==> config.mk <==
export PLATFORM = sky130hd
export DESIGN_NAME = ovp_guard
export DESIGN_NICKNAME = d
export VERILOG_FILES = /design/src/rtl/ovp_pkg.sv /design/src/rtl/ovp_sync.sv /design/src/rtl/ovp_status.sv /design/src/rtl/ovp_retry_timer.sv /design/src/rtl/ovp_chan_ctrl.sv /design/src/rtl/ovp_guard.sv
export SDC_FILE = /design/constraint.sdc
export NUM_CORES = 1
export LEC_CHECK = 0
export ABC_AREA = 1
export BUFFER_PORTS_ARGS = -buffer_cell sky130_fd_sc_hd__buf_2
export CELL_PAD_IN_SITES_DETAIL_PLACEMENT = 0
export CELL_PAD_IN_SITES_GLOBAL_PLACEMENT = 1
export CORE_ASPECT_RATIO = 1.4
export CORE_MARGIN = 3
export CORE_UTILIZATION = 44
export CTS_BUF_LIST = sky130_fd_sc_hd__clkbuf_4 sky130_fd_sc_hd__clkbuf_8
export CTS_CLUSTER_DIAMETER = 120
export DETAILED_ROUTE_END_ITERATION = 8
export PLACE_DENSITY_LB_ADDON = 0.12
export SKIP_LAST_GASP = 1
export SYNTH_ARGS = -nofsm -noshare
export SYNTH_HDL_FRONTEND = slang
export SYNTH_SLANG_ARGS = --single-unit
==> constraint.sdc <==
create_clock -name clk -period 1.7 [get_ports clk]
set_input_delay 0.085 -clock clk [delete_from_list [all_inputs] [get_ports clk]]
set_output_delay 0.085 -clock clk [all_outputs]
set_load 0.02 [all_outputs]
==> src/rtl/ovp_pkg.sv <==
package ovp_pkg;

    localparam int NUM_CH   = 2;
    localparam int CH_LEFT  = 0;
    localparam int CH_RIGHT = 1;

    typedef enum logic {
        MODE_HOST = 1'b0,
        MODE_AUTO = 1'b1
    } op_mode_e;

    typedef struct packed {
        logic dump;
        logic flag;
    } fault_sts_t;

    // Active-low interrupt pin level from latched status and mask
    function automatic logic flag_pin_level(fault_sts_t s, logic mask);
        return !(s.dump && !mask);
    endfunction

    function automatic op_mode_e decode_mode(logic auto_sel);
        return auto_sel ? MODE_AUTO : MODE_HOST;
    endfunction

endpackage

==> src/rtl/ovp_sync.sv <==
module ovp_sync #(
    parameter int STAGES = 2
) (
    input  logic clk,
    input  logic rst,
    input  logic d,
    output logic q
);
    // sh[STAGES-1] is the synchronized level, sh[STAGES] its previous sample
    logic [STAGES:0] sh;

    always_ff @(posedge clk) begin
        if (rst) sh <= '0;
        else     sh <= {sh[STAGES-1:0], d};
    end

    // Two consecutive synchronized samples required
    assign q = sh[STAGES] & sh[STAGES-1];

    AST_QUAL_TWO: assert property (@(posedge clk) disable iff (rst)
        $rose(q) |-> $past(sh[STAGES-1]))
        else $error("qualified level rose without a prior synchronized sample");

endmodule

==> src/rtl/ovp_status.sv <==
module ovp_status
    import ovp_pkg::*;
(
    input  logic       clk,
    input  logic       rst,
    input  logic       ov_q,
    input  logic       rd_stb,
    input  logic       mask_wr,
    input  logic       mask_din,
    output fault_sts_t sts,
    output logic       mask_q,
    output logic       flag_n
);
    fault_sts_t sts_nx;
    logic       clr_ok;

    assign clr_ok = rd_stb && !ov_q;

    always_comb begin
        sts_nx = sts;
        if (ov_q) begin
            sts_nx.dump = 1'b1;
            sts_nx.flag = 1'b1;
        end else if (clr_ok) begin
            sts_nx = '0;
        end
    end

    always_ff @(posedge clk) begin
        if (rst) begin
            sts    <= '0;
            mask_q <= 1'b0;
        end else begin
            sts <= sts_nx;
            if (mask_wr) mask_q <= mask_din;
        end
    end

    assign flag_n = flag_pin_level(sts, mask_q);

    AST_DUMP_SET: assert property (@(posedge clk) disable iff (rst)
        ov_q |=> (sts.dump && sts.flag))
        else $error("fault did not set status");

    AST_CLEAR_GATED: assert property (@(posedge clk) disable iff (rst)
        $fell(sts.dump) |-> ($past(rd_stb) && !$past(ov_q)))
        else $error("status cleared without a read outside a fault");

    AST_MASK_HOLD: assert property (@(posedge clk) disable iff (rst)
        !mask_wr |=> $stable(mask_q))
        else $error("mask changed without a write");

endmodule

==> src/rtl/ovp_retry_timer.sv <==
module ovp_retry_timer
    import ovp_pkg::*;
#(
    parameter int RETRY_CYC = 62_500_000
) (
    input  logic     clk,
    input  logic     rst,
    input  op_mode_e mode,
    input  logic     ov_q,
    output logic     fire
);
    localparam int CNT_W = (RETRY_CYC > 1) ? $clog2(RETRY_CYC) : 1;
    localparam logic [CNT_W-1:0] LAST = CNT_W'(RETRY_CYC - 1);

    logic             pend;
    logic [CNT_W-1:0] cnt;
    logic             at_end;

    assign at_end = (cnt == LAST);

    always_ff @(posedge clk) begin
        if (rst || mode != MODE_AUTO) begin
            pend <= 1'b0;
            cnt  <= '0;
        end else if (!pend) begin
            if (ov_q) begin
                pend <= 1'b1;
                cnt  <= '0;
            end
        end else if (at_end) begin
            cnt <= '0;
            if (!ov_q) pend <= 1'b0;
        end else begin
            cnt <= cnt + 1'b1;
        end
    end

    assign fire = pend && at_end && !ov_q && (mode == MODE_AUTO);

    AST_CNT_RANGE: assert property (@(posedge clk) disable iff (rst)
        cnt <= LAST)
        else $error("retry counter out of range");

    AST_RESTART: assert property (@(posedge clk) disable iff (rst)
        (mode == MODE_AUTO && pend && at_end && ov_q) |=> (pend && cnt == '0))
        else $error("timer did not restart with fault present");

    AST_HOST_IDLE: assert property (@(posedge clk) disable iff (rst)
        (mode == MODE_HOST) |=> !pend)
        else $error("timer armed in host mode");

endmodule

==> src/rtl/ovp_chan_ctrl.sv <==
module ovp_chan_ctrl
    import ovp_pkg::*;
#(
    parameter int CH = NUM_CH
) (
    input  logic          clk,
    input  logic          rst,
    input  logic          ov_q,
    input  logic [CH-1:0] retry,
    input  logic          fire,
    output logic [CH-1:0] ch_en
);
    logic [CH-1:0] en_q;

    for (genvar i = 0; i < CH; i++) begin : g_ch
        always_ff @(posedge clk) begin
            if (rst)                   en_q[i] <= 1'b0;
            else if (ov_q)             en_q[i] <= 1'b0;
            else if (retry[i] || fire) en_q[i] <= 1'b1;
        end

        assign ch_en[i] = en_q[i] & ~ov_q;

        AST_RETRY_BLOCKED: assert property (@(posedge clk) disable iff (rst)
            ov_q |=> !en_q[i])
            else $error("channel armed during fault");

        AST_EN_CAUSE: assert property (@(posedge clk) disable iff (rst)
            $rose(en_q[i]) |-> ($past(retry[i]) || $past(fire)))
            else $error("channel enabled without retry or timer");
    end

endmodule

==> src/rtl/ovp_guard.sv <==
module ovp_guard
    import ovp_pkg::*;
#(
    parameter int SYNC_STAGES = 2,
    parameter int RETRY_CYC   = 62_500_000
) (
    input  logic              clk,
    input  logic              rst,
    input  logic              ov_in,
    input  logic              mode_auto,
    input  logic              rd_fault,
    input  logic              mask_wr,
    input  logic              mask_din,
    input  logic              retry_l,
    input  logic              retry_r,
    output logic [NUM_CH-1:0] ch_en,
    output logic              flag_n,
    output logic              dump_sts,
    output logic              flag_sts,
    output logic              mask_q
);
    logic              ov_q;
    logic              fire;
    logic [NUM_CH-1:0] retry_v;
    fault_sts_t        sts;
    op_mode_e          mode;

    assign mode              = decode_mode(mode_auto);
    assign retry_v[CH_LEFT]  = retry_l;
    assign retry_v[CH_RIGHT] = retry_r;

    ovp_sync #(.STAGES(SYNC_STAGES)) u_sync (
        .clk (clk),
        .rst (rst),
        .d   (ov_in),
        .q   (ov_q)
    );

    ovp_status u_status (
        .clk      (clk),
        .rst      (rst),
        .ov_q     (ov_q),
        .rd_stb   (rd_fault),
        .mask_wr  (mask_wr),
        .mask_din (mask_din),
        .sts      (sts),
        .mask_q   (mask_q),
        .flag_n   (flag_n)
    );

    ovp_retry_timer #(.RETRY_CYC(RETRY_CYC)) u_timer (
        .clk  (clk),
        .rst  (rst),
        .mode (mode),
        .ov_q (ov_q),
        .fire (fire)
    );

    ovp_chan_ctrl #(.CH(NUM_CH)) u_chan (
        .clk   (clk),
        .rst   (rst),
        .ov_q  (ov_q),
        .retry (retry_v),
        .fire  (fire),
        .ch_en (ch_en)
    );

    assign dump_sts = sts.dump;
    assign flag_sts = sts.flag;

    AST_SHUTDOWN: assert property (@(posedge clk) disable iff (rst)
        ov_q |-> (ch_en == '0))
        else $error("channel enabled during fault");

    AST_FLAG_RAISE: assert property (@(posedge clk) disable iff (rst)
        ($rose(dump_sts) && !mask_q) |-> !flag_n)
        else $error("unmasked fault did not pull flag low");

endmodule

==> run summary, run 1 <==
=====================================================================================
Result of the run                                                        finished clean
Netlist area before placement                                                2042 µm²
Total CTS buffers                                                                   5
Crit path max-delay family                                               simple AND/OR/NAND/NOR gates
Num ports                                                                          15
Highest Clock Rate                                                         0.6493 GHz
Placement row count                                                                28
Detail Placement HPWL                                                         3657 µm
Number of unique standard cell types used by synthesis                             29
Final #Nets                                                                       348
Total vias in the final route                                                    1886
Max capacitance violation total                                                     0
CTS tree                                                                         done
Mean post-synth cell area                                                   6.545 µm²
Launch instance of the worst register-to-register path                   u_timer.cnt[0]
Buf/Inv on CP                                                                       0
Worst R2R Path Depth                                                               10
Comb pwr share                                                                   3.6%
Maximum level of the CTS H-tree                                                     2
Origin of the worst min-delay path                                           mask_din
Detail Route Antenna Nets                                                           0
Vias in the first global route                                                   1815
Inserted Diodes                                                                     0
Total power per unit cell area                                           685.7 nW/µm²
Tcrit/Tclk final                                                               90.59%
Number of DRC violations after detailed-routing iteration 0                        74
Critical Path Most Common Cell                                           sky130_fd_sc_hd__nand2_2
Internal power                                                               1.294 mW
Clk pwr share                                                                   46.7%
Mapped Cells                                                                      312
Total negative setup slack                                                       0 ps
GRT Residual Overflow                                                               0
Pre-Repair DR Iteration Count                                                       4
Fraction of power spent switching nets                                         20.29%
Proportion of layout cells with a drive suffix above 1                         23.67%
Clock-pin slew of the registers on the worst-case setup and hold paths          70 ps
Max-slew violations                                                                 0
Clock latency at the later pin of the worst-skew pair                          290 ps
Worst Hold End                                                           u_status.mask_q
Initial antenna violation count                                                     0
Worst vdd ir                                                              0.0004525 V
Clk root buf                                                             sky130_fd_sc_hd__clkbuf_8
Sequential cell fraction of total power                                         49.7%
Post-synth net total                                                              322
Final GP Congestion                                                            0.7977
Worst clock skew on the final layout                                         2.634 ps
Synthesis warning total                                                             0
Setup violations, final                                                             0
Critical path endpoint category                                                  flop
Number of sinks on the clock net                                                   34
Average detailed-routed wire length per instance                             11.95 µm
Time the final worst path needs with I/O delays and setup                     1540 ps
Post-route DRC                                                                      0
Critical path class                                                        reg -> reg
Capturing point of the worst reg2reg path                                u_timer.cnt[22]
Die outline area                                                             5506 µm²
Data arrival at the endpoint of the critical path                             1720 ps
Fin Hold WS                                                                  23.13 ps
Critical-path top delay cell                                             sky130_fd_sc_hd__dfxtp_1
Largest net degree at the start of global routing                                  18
Most common cell after layout, fill and taps aside                       sky130_fd_sc_hd__nand2_1
Transition at the pin with the smallest max-transition slack                 361.7 ps
Global-route wire length before repair                                        8293 µm
Worst-path fanout max                                                               5
NetSw                                                                       0.3296 mW
Leak Pwr                                                                    0.9156 nW
Utilization after layout                                                       54.52%
Starting density of the core                                                   47.00%
Number of hold violations in the final report                                       0
Routed Wire Length                                                            4756 µm
RSZ-0062 raised after global routing                                               no
All-layer global routing usage                                                 19.32%
Top library cells by usage in the layout, fill and taps aside            91 x sky130_fd_sc_hd__nand2_1, 39 x sky130_fd_sc_hd__inv_1, 33 x sky130_fd_sc_hd__dfxtp_1
Total core area                                                              4344 µm²
Maximum clock path buffer count                                                     2
Delay contributed by the slowest stage of the critical path                    340 ps
Vias/cell                                                                       4.739
Min-Delay Path Class                                                        in -> reg
Crit-path cells                                                          ha_2 > nand2_1 > nor2_2 > nand2_2 > nor2_4 > nand2_2 > nor2_2 > nand2_1 > nand2_2 > a21oi_2
Number of cells on the worst hold path                                              3
Die span in y                                                                86.61 µm
Die Width                                                                    63.58 µm
Share of synthesized area occupied by flip-flops and latches                   33.33%
Slack of the worst reg-to-reg path                                             160 ps
Number of register bits inferred by synthesis                                      34
Growth of design area from synthesis to finish                                 15.99%
Worst endpoint required time                                                  1880 ps
Port Buf Inserts                                                                   14
Relative max-transition margin                                                 75.86%
Startpoint type of the worst setup path                                          flop
=====================================================================================
[cell type report]
class / count / area [µm²]
multi-input combinational: 228 / 1162
fill: 485 / 1976
timing repair buffer: 26 / 175.2
inverter: 43 / 161.4
tap: 60 / 75.07
clock inverter: 1 / 30.03
sequential: 34 / 681.9
clock buffer: 6 / 82.58
[synth_stat cells]
| master | number | area [µm²] |
|---|---|---|
| sky130_fd_sc_hd__a21boi_0 | 1 | 7.510 |
| sky130_fd_sc_hd__a21oi_1 | 21 | 105.1 |
| sky130_fd_sc_hd__a21oi_2 | 7 | 61.31 |
| sky130_fd_sc_hd__and3_1 | 1 | 6.260 |
| sky130_fd_sc_hd__buf_2 | 2 | 10.01 |
| sky130_fd_sc_hd__buf_4 | 3 | 22.52 |
| sky130_fd_sc_hd__buf_6 | 1 | 11.26 |
| sky130_fd_sc_hd__clkbuf_1 | 1 | 3.750 |
| sky130_fd_sc_hd__dfxtp_1 | 34 | 680.7 |
| sky130_fd_sc_hd__ha_1 | 1 | 12.51 |
| sky130_fd_sc_hd__inv_1 | 39 | 146.4 |
| sky130_fd_sc_hd__inv_2 | 4 | 15.01 |
| sky130_fd_sc_hd__nand2_1 | 91 | 341.6 |
| sky130_fd_sc_hd__nand2_2 | 15 | 93.84 |
| sky130_fd_sc_hd__nand3_1 | 22 | 110.1 |
| sky130_fd_sc_hd__nand3_2 | 4 | 40.04 |
| sky130_fd_sc_hd__nand3_4 | 1 | 17.52 |
| sky130_fd_sc_hd__nand3b_1 | 1 | 7.510 |
| sky130_fd_sc_hd__nand4_1 | 2 | 12.51 |
| sky130_fd_sc_hd__nor2_1 | 29 | 108.9 |
| sky130_fd_sc_hd__nor2_2 | 7 | 43.79 |
| sky130_fd_sc_hd__nor2_4 | 5 | 56.30 |
| sky130_fd_sc_hd__nor3_1 | 3 | 15.01 |
| sky130_fd_sc_hd__o211ai_1 | 1 | 7.510 |
| sky130_fd_sc_hd__o21ai_0 | 8 | 40.04 |
| sky130_fd_sc_hd__o21ai_2 | 1 | 8.760 |
| sky130_fd_sc_hd__or2_2 | 2 | 12.51 |
| sky130_fd_sc_hd__xnor2_1 | 2 | 17.52 |
| sky130_fd_sc_hd__xor2_1 | 3 | 26.28 |
[worst max-delay path by stage]
stage / cells past startpoint / slack [ps] / from / to
finish: 10 / 160 / u_timer.cnt[0] / u_timer.cnt[22]
CTS: 8 / 110 / u_timer.cnt[1] / u_timer.cnt[24]
floorplan: 9 / 340 / u_timer.cnt[1] / u_timer.cnt[17]
detailed placement: 8 / 20 / u_timer.cnt[1] / u_timer.cnt[25]
global placement: 8 / 70 / u_timer.cnt[1] / u_timer.cnt[25]
global route: 9 / 10 / u_timer.cnt[0] / u_timer.cnt[22]
[layer usage]
metal	share of wire [%]	routed length, µm	global-route usage [%]	vias to the layer above
li1	-	-	-	1020
met1	45	2135	23.70	832
met2	49	2352	32.41	24
met3	3.2	152	3.891	10
met4	2.4	116	8.841	0
met5	0	0	0	-
[state kept, by name (all words and copies together) (netlist names)]
name	count
u_chan.en_q	2
u_status.mask_q	1
u_status.sts	1
u_sync.sh	3
u_timer.cnt	26
u_timer.pend	1
[worst register-to-register path: cells and delay by family, from the launching register on]
kind / cells / cell delay, ps
compound gates: 1 / 40
fa+ha+maj: 1 / 190
flops: 1 / 340
simple gates: 8 / 860
[repair_timing]
item	in CTS	in global routing
endpoints found under the setup margin	1	7
hold buffers	1	0
pin swaps	1	2
buffers inserted	2	1
endpoints found under the hold margin	1	0
resized for setup	0	3
[power by group through the flow]
stage	clock network [mW]	registers (mW)	logic [mW]
final	0.758	0.807	0.0588
after global placement	0	0.825	0.0571
after CTS	0.778	0.807	0.0593
after detailed placement	0	0.826	0.0571
after global routing	0.805	0.807	0.0664
after floorplan	0	0.827	0.0310
[through the flow]
step                      std cells  setup WS, ps  power (mW)  instance area [µm²]
after detailed placement        387         20.29      0.8827                 2200
after global routing            398         13.72       1.679                 2369
after floorplan                 312         344.2      0.8576                 2042
after global placement          387         67.93      0.8823                 2200
final                           398         159.9       1.624                 2369
after CTS                       397         112.3       1.645                 2350
[cell families (layout without fill, tap and decap cells)]
family | Yosys count | after routing | synth area share [%]
flip-flops | 34 | 34 | 33.33
XOR/XNOR | 5 | 5 | 2.145
adder cells (fa/ha/maj) | 1 | 1 | 0.6126
AO/OA/AOI/OAI | 39 | 39 | 11.27
buffers and inverters | 50 | 76 | 10.23
AND/OR/NAND/NOR | 183 | 183 | 42.40
(Power assumes the default switching activity.)
==> inputs of run 2 (changes only) <==
--- a/config.mk
+++ b/config.mk
@@ -10,11 +10,12 @@
 export CELL_PAD_IN_SITES_DETAIL_PLACEMENT = 0
 export CELL_PAD_IN_SITES_GLOBAL_PLACEMENT = 1
 export CORE_ASPECT_RATIO = 1.4
-export CORE_MARGIN = 3
-export CORE_UTILIZATION = 44
+export CORE_MARGIN = 2
+export CORE_UTILIZATION = 30
 export CTS_BUF_LIST = sky130_fd_sc_hd__clkbuf_4 sky130_fd_sc_hd__clkbuf_8
 export CTS_CLUSTER_DIAMETER = 120
 export DETAILED_ROUTE_END_ITERATION = 8
+export MAX_ROUTING_LAYER = met4
 export PLACE_DENSITY_LB_ADDON = 0.12
 export SKIP_LAST_GASP = 1
 export SYNTH_ARGS = -nofsm -noshare
==> run 2 against run 1 <==
Net effect: total power up 13%; sequential share of layout area down 0.89 points; largest cell class unchanged; flip-flop and latch count unchanged; largest power group is now the clock network; combinational power about the same; die area up 36%.
==> run summary, run 2 (synthesized netlist as in run 1, its figures left out) <==
=====================================================================================
Maximum clock path buffer count                                                     2
Worst endpoint required time                                                  1930 ps
Critical path class                                                        reg -> reg
Max-slew violations                                                                 0
Maximum level of the CTS H-tree                                                     2
Data arrival at the endpoint of the critical path                             1810 ps
Total core area                                                              6569 µm²
Area taken by multi-input logic gates                                        1157 µm²
Detail Route Antenna Nets                                                           0
Inserted Diodes                                                                     0
Final #Nets                                                                       352
Delay contributed by the slowest stage of the critical path                    370 ps
Clk pwr share                                                                   52.8%
Total CTS buffers                                                                   5
Sequential cell area in the final layout                                    680.7 µm²
Leak Pwr                                                                    0.9529 nW
Transition at the pin with the smallest max-transition slack                 326.8 ps
Routed Wire Length                                                            5542 µm
Time the final worst path needs with I/O delays and setup                     1584 ps
Internal power                                                               1.451 mW
Number of sinks on the clock net                                                   34
Most common cell after layout, fill and taps aside                       sky130_fd_sc_hd__nand2_1
Worst-path fanout max                                                               3
Vias in the first global route                                                   1860
Highest Clock Rate                                                         0.6311 GHz
Die span in y                                                                101.6 µm
Setup violations, final                                                             0
Global-route wire length before repair                                        9039 µm
CTS tree                                                                         done
Largest registers                                                        u_timer.cnt (26), u_sync.sh (3), u_chan.en_q (2)
Total instance count after detailed placement                                     404
Relative max-transition margin                                                 78.19%
Initial antenna violation count                                                     0
Min-Delay Path Class                                                        in -> reg
Detail Placement HPWL                                                         4274 µm
Routing usage on met1                                                          19.47%
Clock latency at the later pin of the worst-skew pair                          290 ps
Proportion of layout cells with a drive suffix above 1                         24.78%
Placement row count                                                                35
Post-route DRC                                                                      0
Utilization after layout                                                       37.14%
Starting density of the core                                                   31.09%
Worst clock skew on the final layout                                         7.346 ps
Top library cells by usage in the layout, fill and taps aside            91 x sky130_fd_sc_hd__nand2_1, 39 x sky130_fd_sc_hd__inv_1, 34 x sky130_fd_sc_hd__dfxtp_1
Port Buf Inserts                                                                   14
Average detailed-routed wire length per instance                             13.29 µm
Sequential cell fraction of total power                                         44.0%
Worst vdd ir                                                              0.0002951 V
Number of flip-flops under the largest register name                               26
Comb pwr share                                                                   3.2%
Final GP Congestion                                                            0.7782
All-layer global routing usage                                                 16.44%
Fraction of power spent switching nets                                         20.86%
Total Power Consumption                                                      1.834 mW
Total negative setup slack                                                       0 ps
Largest net degree at the start of global routing                                  18
Vias/cell                                                                       4.590
Met2 capacity usage during global routing                                      28.09%
Die Width                                                                    73.73 µm
RSZ-0062 raised after global routing                                               no
Clk root buf                                                             sky130_fd_sc_hd__clkbuf_8
Number of standard cells in the final layout excluding fillers                    417
Num ports                                                                          15
NetSw                                                                       0.3825 mW
Number of DRC violations after detailed-routing iteration 0                        47
Tcrit/Tclk final                                                               93.20%
Crit-path cells                                                          ha_1 > nand2_1 > nor2_2 > nand2_2 > nor2_4 > nand2_2 > nor2_2 > o21ai_0 > a21oi_2
GR Util met3                                                                   2.687%
GRT Residual Overflow                                                               0
Max capacitance violation total                                                     0
Die outline area                                                             7492 µm²
Reg with most FFs                                                         u_timer.cnt
Clock-pin slew of the registers on the worst-case setup and hold paths          80 ps
Critical path endpoint category                                                  flop
Total power per unit cell area                                           751.6 nW/µm²
Result of the run                                                        finished clean
Startpoint type of the worst setup path                                          flop
Critical-path top delay cell                                             sky130_fd_sc_hd__dfxtp_1
Number of hold violations in the final report                                       0
Layer with the highest usage after global routing                                met2
Growth of design area from synthesis to finish                                 19.49%
Count of filler cells inserted in the layout                                      737
Pre-Repair DR Iteration Count                                                       4
Total vias in the final route                                                    1914
=====================================================================================
## run 2: critical path: cells and delay by family, from the launching register on
family | cells | cell delay [ps]
simple gates | 6 | 730
flops | 1 | 370
compound gates | 2 | 240
fa+ha+maj | 1 | 190
## run 2: final timing paths
| check | start | endpoint | slack [ps] | depth (start not counted) |
|---|---|---|---|---|
| worst max-delay path | u_timer.cnt[1] | u_timer.cnt[22] | 120 | 9 |
| worst min-delay path | rst | u_sync.sh[2] | 20 | 2 |
| worst max register to register | u_timer.cnt[1] | u_timer.cnt[22] | 120 | 9 |
| worst min register to register | u_sync.sh[0] | u_sync.sh[1] | 410 | 2 |
## run 2: cell type report
class / instances / share of cell area, %
Clock buffer: 6 / 3.385
Clock inverter: 2 / 2.462
Inverter: 43 / 6.615
Multi-Input combinational cell: 228 / 47.44
Sequential cell: 34 / 27.90
Tap cell: 74 / 3.795
Timing Repair Buffer: 30 / 8.410
## run 2: power by group through the flow
stage / combinational, mW / clock [mW] / sequential, mW
floorplan: 0.0310 / 0 / 0.827
global placement: 0.0585 / 0 / 0.825
detailed placement: 0.0586 / 0 / 0.825
CTS: 0.0611 / 0.985 / 0.806
global route: 0.0670 / 1.02 / 0.808
finish: 0.0591 / 0.968 / 0.806
## run 2: repair_timing
action / CTS / global route
hold endpoints to repair: 1 / 0
buffers inserted: 3 / 1
hold buffers: 1 / 0
resized for setup: 0 / 2
endpoints found under the setup margin: 2 / 3
pin swaps: 1 / 1
## run 2: through the flow
step                hold slack (ps)  setup slack (ps)  cell area [µm²]
floorplan                     154.1             344.2             2042
detailed placement            301.1            -5.140             2240
CTS                           21.02             96.30             2427
global placement              288.6             49.05             2240
finish                        15.35             115.5             2440
global route                  14.68             2.911             2440
## run 2: routing by layer
layer / vias to the layer above / part of all wire (%)
met5: - / 0
met4: 0 / 1.8
met3: 8 / 2.1
met2: 18 / 50
met1: 852 / 46
li1: 1036 / -
